### src/rtl/stat_irq_unit.sv
module stat_irq_unit #(
  parameter int PTR_W = 11
) (
  input  logic             clk,
  input  logic             rst_n,
  input  logic [PTR_W-1:0] wr_ptr,
  input  logic [PTR_W-1:0] rd_ptr,
  input  logic [31:0]      res_word,
  input  logic             res_strobe,
  input  logic             cmp_bit,
  input  logic             cmp_load,
  input  logic             cmp_clear,
  input  logic             seq_active,
  input  logic [2:0]       vec_active,
  input  logic [3:0]       irq_en,
  input  logic             istat_rd,
  output logic [15:0]      status_word,
  output logic [3:0]       int_status,
  output logic [15:0]      result_lo,
  output logic [15:0]      result_hi,
  output logic             irq
);
  localparam logic [PTR_W-1:0] HALF = PTR_W'(1) << (PTR_W - 1);
  localparam logic [PTR_W-1:0] TOP  = {PTR_W{1'b1}};

  logic [PTR_W-1:0] occ;
  logic [3:0] flag_now, flag_q, flag_ev, pend_q, istat_q;
  logic cmp_q, seq_q;
  logic [2:0] vec_q;

  assign occ = wr_ptr - rd_ptr;
  assign flag_now = {occ == TOP, occ >= HALF, occ <= HALF, occ == '0};
  assign flag_ev  = flag_now & ~flag_q & irq_en;

  always_ff @(posedge clk) begin
    if (!rst_n) begin
      flag_q  <= '0;
      seq_q   <= 1'b0;
      vec_q   <= '0;
    end else begin
      flag_q  <= flag_now;
      seq_q   <= seq_active;
      vec_q   <= vec_active;
    end
  end

  always_ff @(posedge clk) begin
    if (!rst_n) begin
      result_lo <= '0;
      result_hi <= '0;
    end else if (res_strobe) begin
      result_lo <= res_word[15:0];
      result_hi <= res_word[31:16];
    end
  end

  always_ff @(posedge clk) begin
    if (!rst_n)          cmp_q <= 1'b0;
    else if (cmp_clear)  cmp_q <= 1'b0;
    else if (cmp_load)   cmp_q <= cmp_bit;
  end

  always_ff @(posedge clk) begin
    if (!rst_n) begin
      istat_q <= '0;
      pend_q  <= '0;
    end else if (istat_rd) begin
      istat_q <= '0;
      pend_q  <= flag_ev;
    end else begin
      istat_q <= istat_q | pend_q | flag_ev;
      pend_q  <= '0;
    end
  end

  assign status_word = {7'd0, vec_q, seq_q, cmp_q, flag_q};
  assign int_status  = istat_q;
  assign irq         = |(istat_q & irq_en);

  assert_reset_quiet_R1: assert property (@(posedge clk)
    !rst_n |=> (int_status == '0 && !irq && result_lo == '0 && result_hi == '0));

  assert_full_not_empty_R2: assert property (@(posedge clk) disable iff (!rst_n)
    status_word[3] |-> !status_word[0]);

  assert_half_cover_R3: assert property (@(posedge clk) disable iff (!rst_n)
    $past(rst_n) |-> (status_word[1] || status_word[2]));

  assert_capture_R6: assert property (@(posedge clk) disable iff (!rst_n)
    res_strobe |=> ({result_hi, result_lo} == $past(res_word)));

  assert_hold_R6: assert property (@(posedge clk) disable iff (!rst_n)
    !res_strobe |=> ($stable(result_lo) && $stable(result_hi)));

  assert_cmp_clear_R7: assert property (@(posedge clk) disable iff (!rst_n)
    cmp_clear |=> !status_word[4]);

  assert_irq_source_R9: assert property (@(posedge clk) disable iff (!rst_n)
    irq |-> (int_status != '0));

  assert_read_clears_R10: assert property (@(posedge clk) disable iff (!rst_n)
    istat_rd |=> (int_status == '0));

  assert_deferred_R11: assert property (@(posedge clk) disable iff (!rst_n)
    (istat_rd && flag_ev != '0) ##1 !istat_rd |=> ((int_status & $past(flag_ev, 2)) == $past(flag_ev, 2)));

  assert_masked_R12: assert property (@(posedge clk) disable iff (!rst_n)
    (irq_en == '0 && !istat_rd) |=> (int_status == $past(int_status) | $past(pend_q)));
endmodule

### config.mk
export PLATFORM = sky130hd
export DESIGN_NAME = stat_irq_unit
export DESIGN_NICKNAME = d
export VERILOG_FILES = /design/src/rtl/stat_irq_unit.sv
export SDC_FILE = /design/constraint.sdc
export NUM_CORES = 1
export LEC_CHECK = 0
export BUFFER_PORTS_ARGS = -buffer_cell sky130_fd_sc_hd__clkbuf_2
export CORE_MARGIN = 4
export CORE_UTILIZATION = 40
export CTS_CLUSTER_SIZE = 40
export DETAILED_ROUTE_END_ITERATION = 16
export GPL_ROUTABILITY_DRIVEN = 0
export PLACE_DENSITY = 0.72
export SETUP_SLACK_MARGIN = 0.02
export SLEW_MARGIN = 10
export SYNTH_ARGS = -nofsm -noshare
export SYNTH_HDL_FRONTEND = slang
export SYNTH_SLANG_ARGS = --single-unit
### constraint.sdc
create_clock -name clk -period 2.7 [get_ports clk]
set_input_delay 0.405 -clock clk [delete_from_list [all_inputs] [get_ports clk]]
set_output_delay 0.405 -clock clk [all_outputs]
set_load 0.03 [all_outputs]
After elaboration in Yosys (flattened, before gate mapping) --
Cells that the tools add are included.
Word-level totals: register bits 49, latch bits 0, memory bits (writable) 0, memory bits (read-only) 0, bits of input ports 69, output and inout port bits 53, logic and storage cells 24, memories kept 0
Operators by class: add/subtract/negate cells 1, multiply operators 0, div/mod/pow operators 0, order comparisons 2, eq/ne operators 1, shift-type cells 0, mux-type cells 0, bitwise gates (word level) 7, reduce and logical (&&, ||, !) cells 5
Operators by type and width (number):
- AND 4 bit | 3
- equality test 11 bit, second input constant | 1
- greater-or-equal comparator 11 bit, second input constant | 1
- <= comparator 11 bit, second input constant | 1
- zero test 11 bit | 1
- subtractor 11 bit | 1
- OR 4 bit | 2
- inverter 4 bit | 1
- OR reduction 2 bit | 2
- OR reduction 4 bit | 1
- AND reduction 2 bit | 1
- inverter 1 bit | 1

Depth between registers and ports, before layout --
depth in word-level cells 5, mapped depth 10

Worst setup path before layout --
OpenSTA, ideal clock, no wires.
path kind input to register, start point in wr_ptr[0], end point reg istat_q[2] (netlist: int_status[2]), arrival 2.280 ns, data required time 2.630 ns, slack 0.351 ns, cell stages on the path 10, buffers on the path 0, cells stage by stage inv_1 > ha_1 > fa_1 > nand2b_1 > a21oi_1 > o21ai_0 > nand3_1 > nand2b_4 > or3b_2 > a21oi_1
Between the ends: longest elaborated chain between the ends 5
RTL lines:
- start, declared | RTL line 6 | input logic [PTR_W-1:0] wr_ptr,
- subtractor 11 bit | RTL line 31 | assign occ = wr_ptr - rd_ptr;
- greater-or-equal comparator 11 bit | RTL line 32 | assign flag_now = {occ == TOP, occ >= HALF, occ <= HALF, occ == '0};
- AND 4 bit (2 in series) | RTL line 33 | assign flag_ev = flag_now & ~flag_q & irq_en;
- OR 4 bit | RTL line 71 | istat_q <= istat_q | pend_q | flag_ev;
- end signal, assigned | RTL line 71
- end, declared | RTL line 27 | logic [3:0] flag_now, flag_q, flag_ev, pend_q, istat_q;
Every way passes these cells. A chain may end at the register's enable or synchronous reset.

Final worst setup path --
Ends and elaborated chain as after synthesis.

==> metrics <==
status=complete, no violations; Post-Route WL=5.15 mm; Slew headroom=0.332; die area=7140 um^2; crit path DAT=2.52 ns; Setup crit end kind=flip-flop; Clock Pin Slew Worst Setup and Hold Paths=0.09 ns; Die Ht=84.5 um; Yosys warnings=0; first-pass GRT wire length=8.38 mm; Slew Limit Fails=0; utilization after layout=0.537; crit share post-route=0.848; TritonCTS clock tree=built; Peak VDD IR=0.000345 V; Congestion Overflow GR=0; Setup Skew=0.000624 ns; Final ANT Viol Nets=0; root buffer cell=clkbuf_8; vias in the first global route=1913; Combinational Power Share=0.252; #FFs+latches synth=49; Async SR Flop Fraction=0; crit-path max FO=4; DRC Markers=0; num ports=122; Via Count=2039; Switch Pwr=0.501 mW; initial antenna violation count=0; post-synthesis sequential area ratio=0.419; fraction of layout cells with a size suffix above 1=0.366; core box area=5610 um^2; Post-CTS Repair Setup Buffers=0; CTS H-tree lvls=2; Hold Path Class=input pin to flip-flop; final-stage net count=445; die width=84.5 um; setup violators final=0; largest net degree at the start of global routing=39; max-cap viol count=0; clk buf depth=2; Antenna diodes=0; clock power share=0.261; Clock Sinks=49; CP required=2.93 ns; Synth Instances=255; Pwr Density=532 nW/um^2; Starting Density=0.417; Worst Setup Start Kind=input pin; Max Clk Rate=437 MHz; number of library cell types mapped by synthesis=44; post-layout min period=2.29 ns; Post-CTS Hold Buffers=0; sw frac=0.312; area growth from synthesis to layout=28.7%; Hold Vio Cnt, Final=0; Placed Area=2920 um^2; TNS Setup=0 ns; 1st-iter DRT viols=31; routed len/inst=11.8 um; 1st-pass router iterations=4; Post-synth EDFFs=0; critical path type=input pin to flip-flop; via density per instance=4.66; sequential fraction of design power=0.486; CTS Buf Count=5; RSZ-0062 raised after global routing=false; IO Port Bufs=114; DP Wirelength=4.26 mm; worst skew pair latency=0.29 ns; finished layout cell area=3010 um^2; Avg Cell Area, Syn=9.18 um^2; Least-Margin Pin Slew=1.00 ns; Cell Rows=27; count of filler cells inserted in the layout=555; Mapped Area=2340 um^2; Synth Flop Type=dfxtp_1; Non-Filler Instances=438; Int Pwr=1.10 mW; dpl cells=430; Leak=1.60 nW; Total GRT Usage=0.140; # resized after CTS=0
synthesized netlist by cell type (all sizes together) (5+ instances only):
| master | number | area share |
|---|---|---|
| xor2 | 5 | 0.019 |
| ha | 10 | 0.053 |
| o21ai | 9 | 0.019 |
| mux2i | 33 | 0.14 |
| nor3 | 5 | 0.011 |
| and2 | 5 | 0.013 |
| buf | 16 | 0.043 |
| dfxtp | 49 | 0.42 |
| inv | 17 | 0.027 |
| nor2 | 47 | 0.075 |
| nand2 | 7 | 0.011 |
| nand2b | 5 | 0.017 |
| a21oi | 11 | 0.025 |
layout make-up:
| type | instances | area [um^2] | share of cell area |
|---|---|---|---|
| Tap cell | 72 | 90.1 | 0.0299 |
| Inverter | 17 | 63.8 | 0.0212 |
| Timing Repair Buffer | 115 | 578 | 0.192 |
| Clock buffer | 5 | 68.8 | 0.0228 |
| Multi-Input combinational cell | 177 | 1210 | 0.402 |
| Clock inverter | 3 | 21.3 | 0.00706 |
| Sequential cell | 49 | 981 | 0.326 |
power by group through the flow:
stage / clock network [mW] / registers [mW] / logic, mW
after CTS: 0.440 / 0.780 / 0.410
after floorplan: 0 / 0.867 / 0.222
after global placement: 0 / 0.795 / 0.402
after global routing: 0.472 / 0.785 / 0.445
final: 0.419 / 0.779 / 0.405
after detailed placement: 0 / 0.797 / 0.408
worst paths after layout:
check	startpoint	endpoint	slack, ns	depth (start not counted)
worst min-delay path	cmp_clear	cmp_q$_SDFFE_PP0P_	0.26	2
worst min register to register	flag_q[1]$_SDFF_PN0_	pend_q[1]$_SDFF_PN0_	0.46	1
worst max-delay path	wr_ptr[0]	int_status[2]$_SDFF_PP0_	0.41	11
worst max register to register	flag_q[2]$_SDFF_PN0_	int_status[2]$_SDFF_PP0_	1.73	2
sequential cells by signal, summed over array words and instances (netlist names):
register and cells:
cmp_q 1, flag_q 4, int_status 4, pend_q 4, result_hi 16, result_lo 16
seq_q 1, vec_q 3
per-layer routing:
metal	share of wire	track usage	vias up
met1	0.44	0.170	889
met3	0.079	0.0363	4
li1	-	-	1067
met5	0	0	-
met2	0.47	0.242	79
met4	0.0093	0.0460	0
per-stage QoR:
stage                     hold WS, ns  setup WS [ns]  total power, mW
after floorplan                 0.434          0.351             1.09
after global placement          0.448          0.164             1.20
after detailed placement        0.446         0.0991             1.21
after CTS                       0.252          0.405             1.63
after global routing            0.252          0.109             1.70
final                           0.260          0.411             1.60
kinds of logic after synthesis:
kind of cell | Yosys count | synth area share
AND/OR/NAND/NOR | 88 | 0.191
multiplexers | 33 | 0.141
XOR/XNOR | 7 | 0.0262
buffers and inverters | 35 | 0.0738
adder cells (fa/ha/maj) | 11 | 0.0620
other | 1 | 0.00160
AO/OA/AOI/OAI | 31 | 0.0850
flip-flops | 49 | 0.419
placed cells by master (no fill, tap or decap), drive strengths merged, types with 2 or more instances in the layout:
cell,n
a21oi,11
a22oi,2
and2,5
clkbuf,119
conb,7
dfxtp,49
ha,10
inv,18
mux2i,33
nand2,7
nand2b,5
nand3,4
nor2,47
nor3,5
nor4b,3
o21ai,9
o22ai,2
or2,2
xnor2,2
xor2,5
worst max-delay path, cell delays in order:
cell and delay, ns:
clkbuf_2 0.07, inv_1 0.03, ha_1 0.21, fa_1 0.40, nand2b_1 0.18, a21oi_1 0.23, o21ai_0 0.17, nand3_1 0.18
nand2b_4 0.08, or3b_2 0.45, a21oi_1 0.12
No activity file was read; power rests on OpenSTA's default activity.
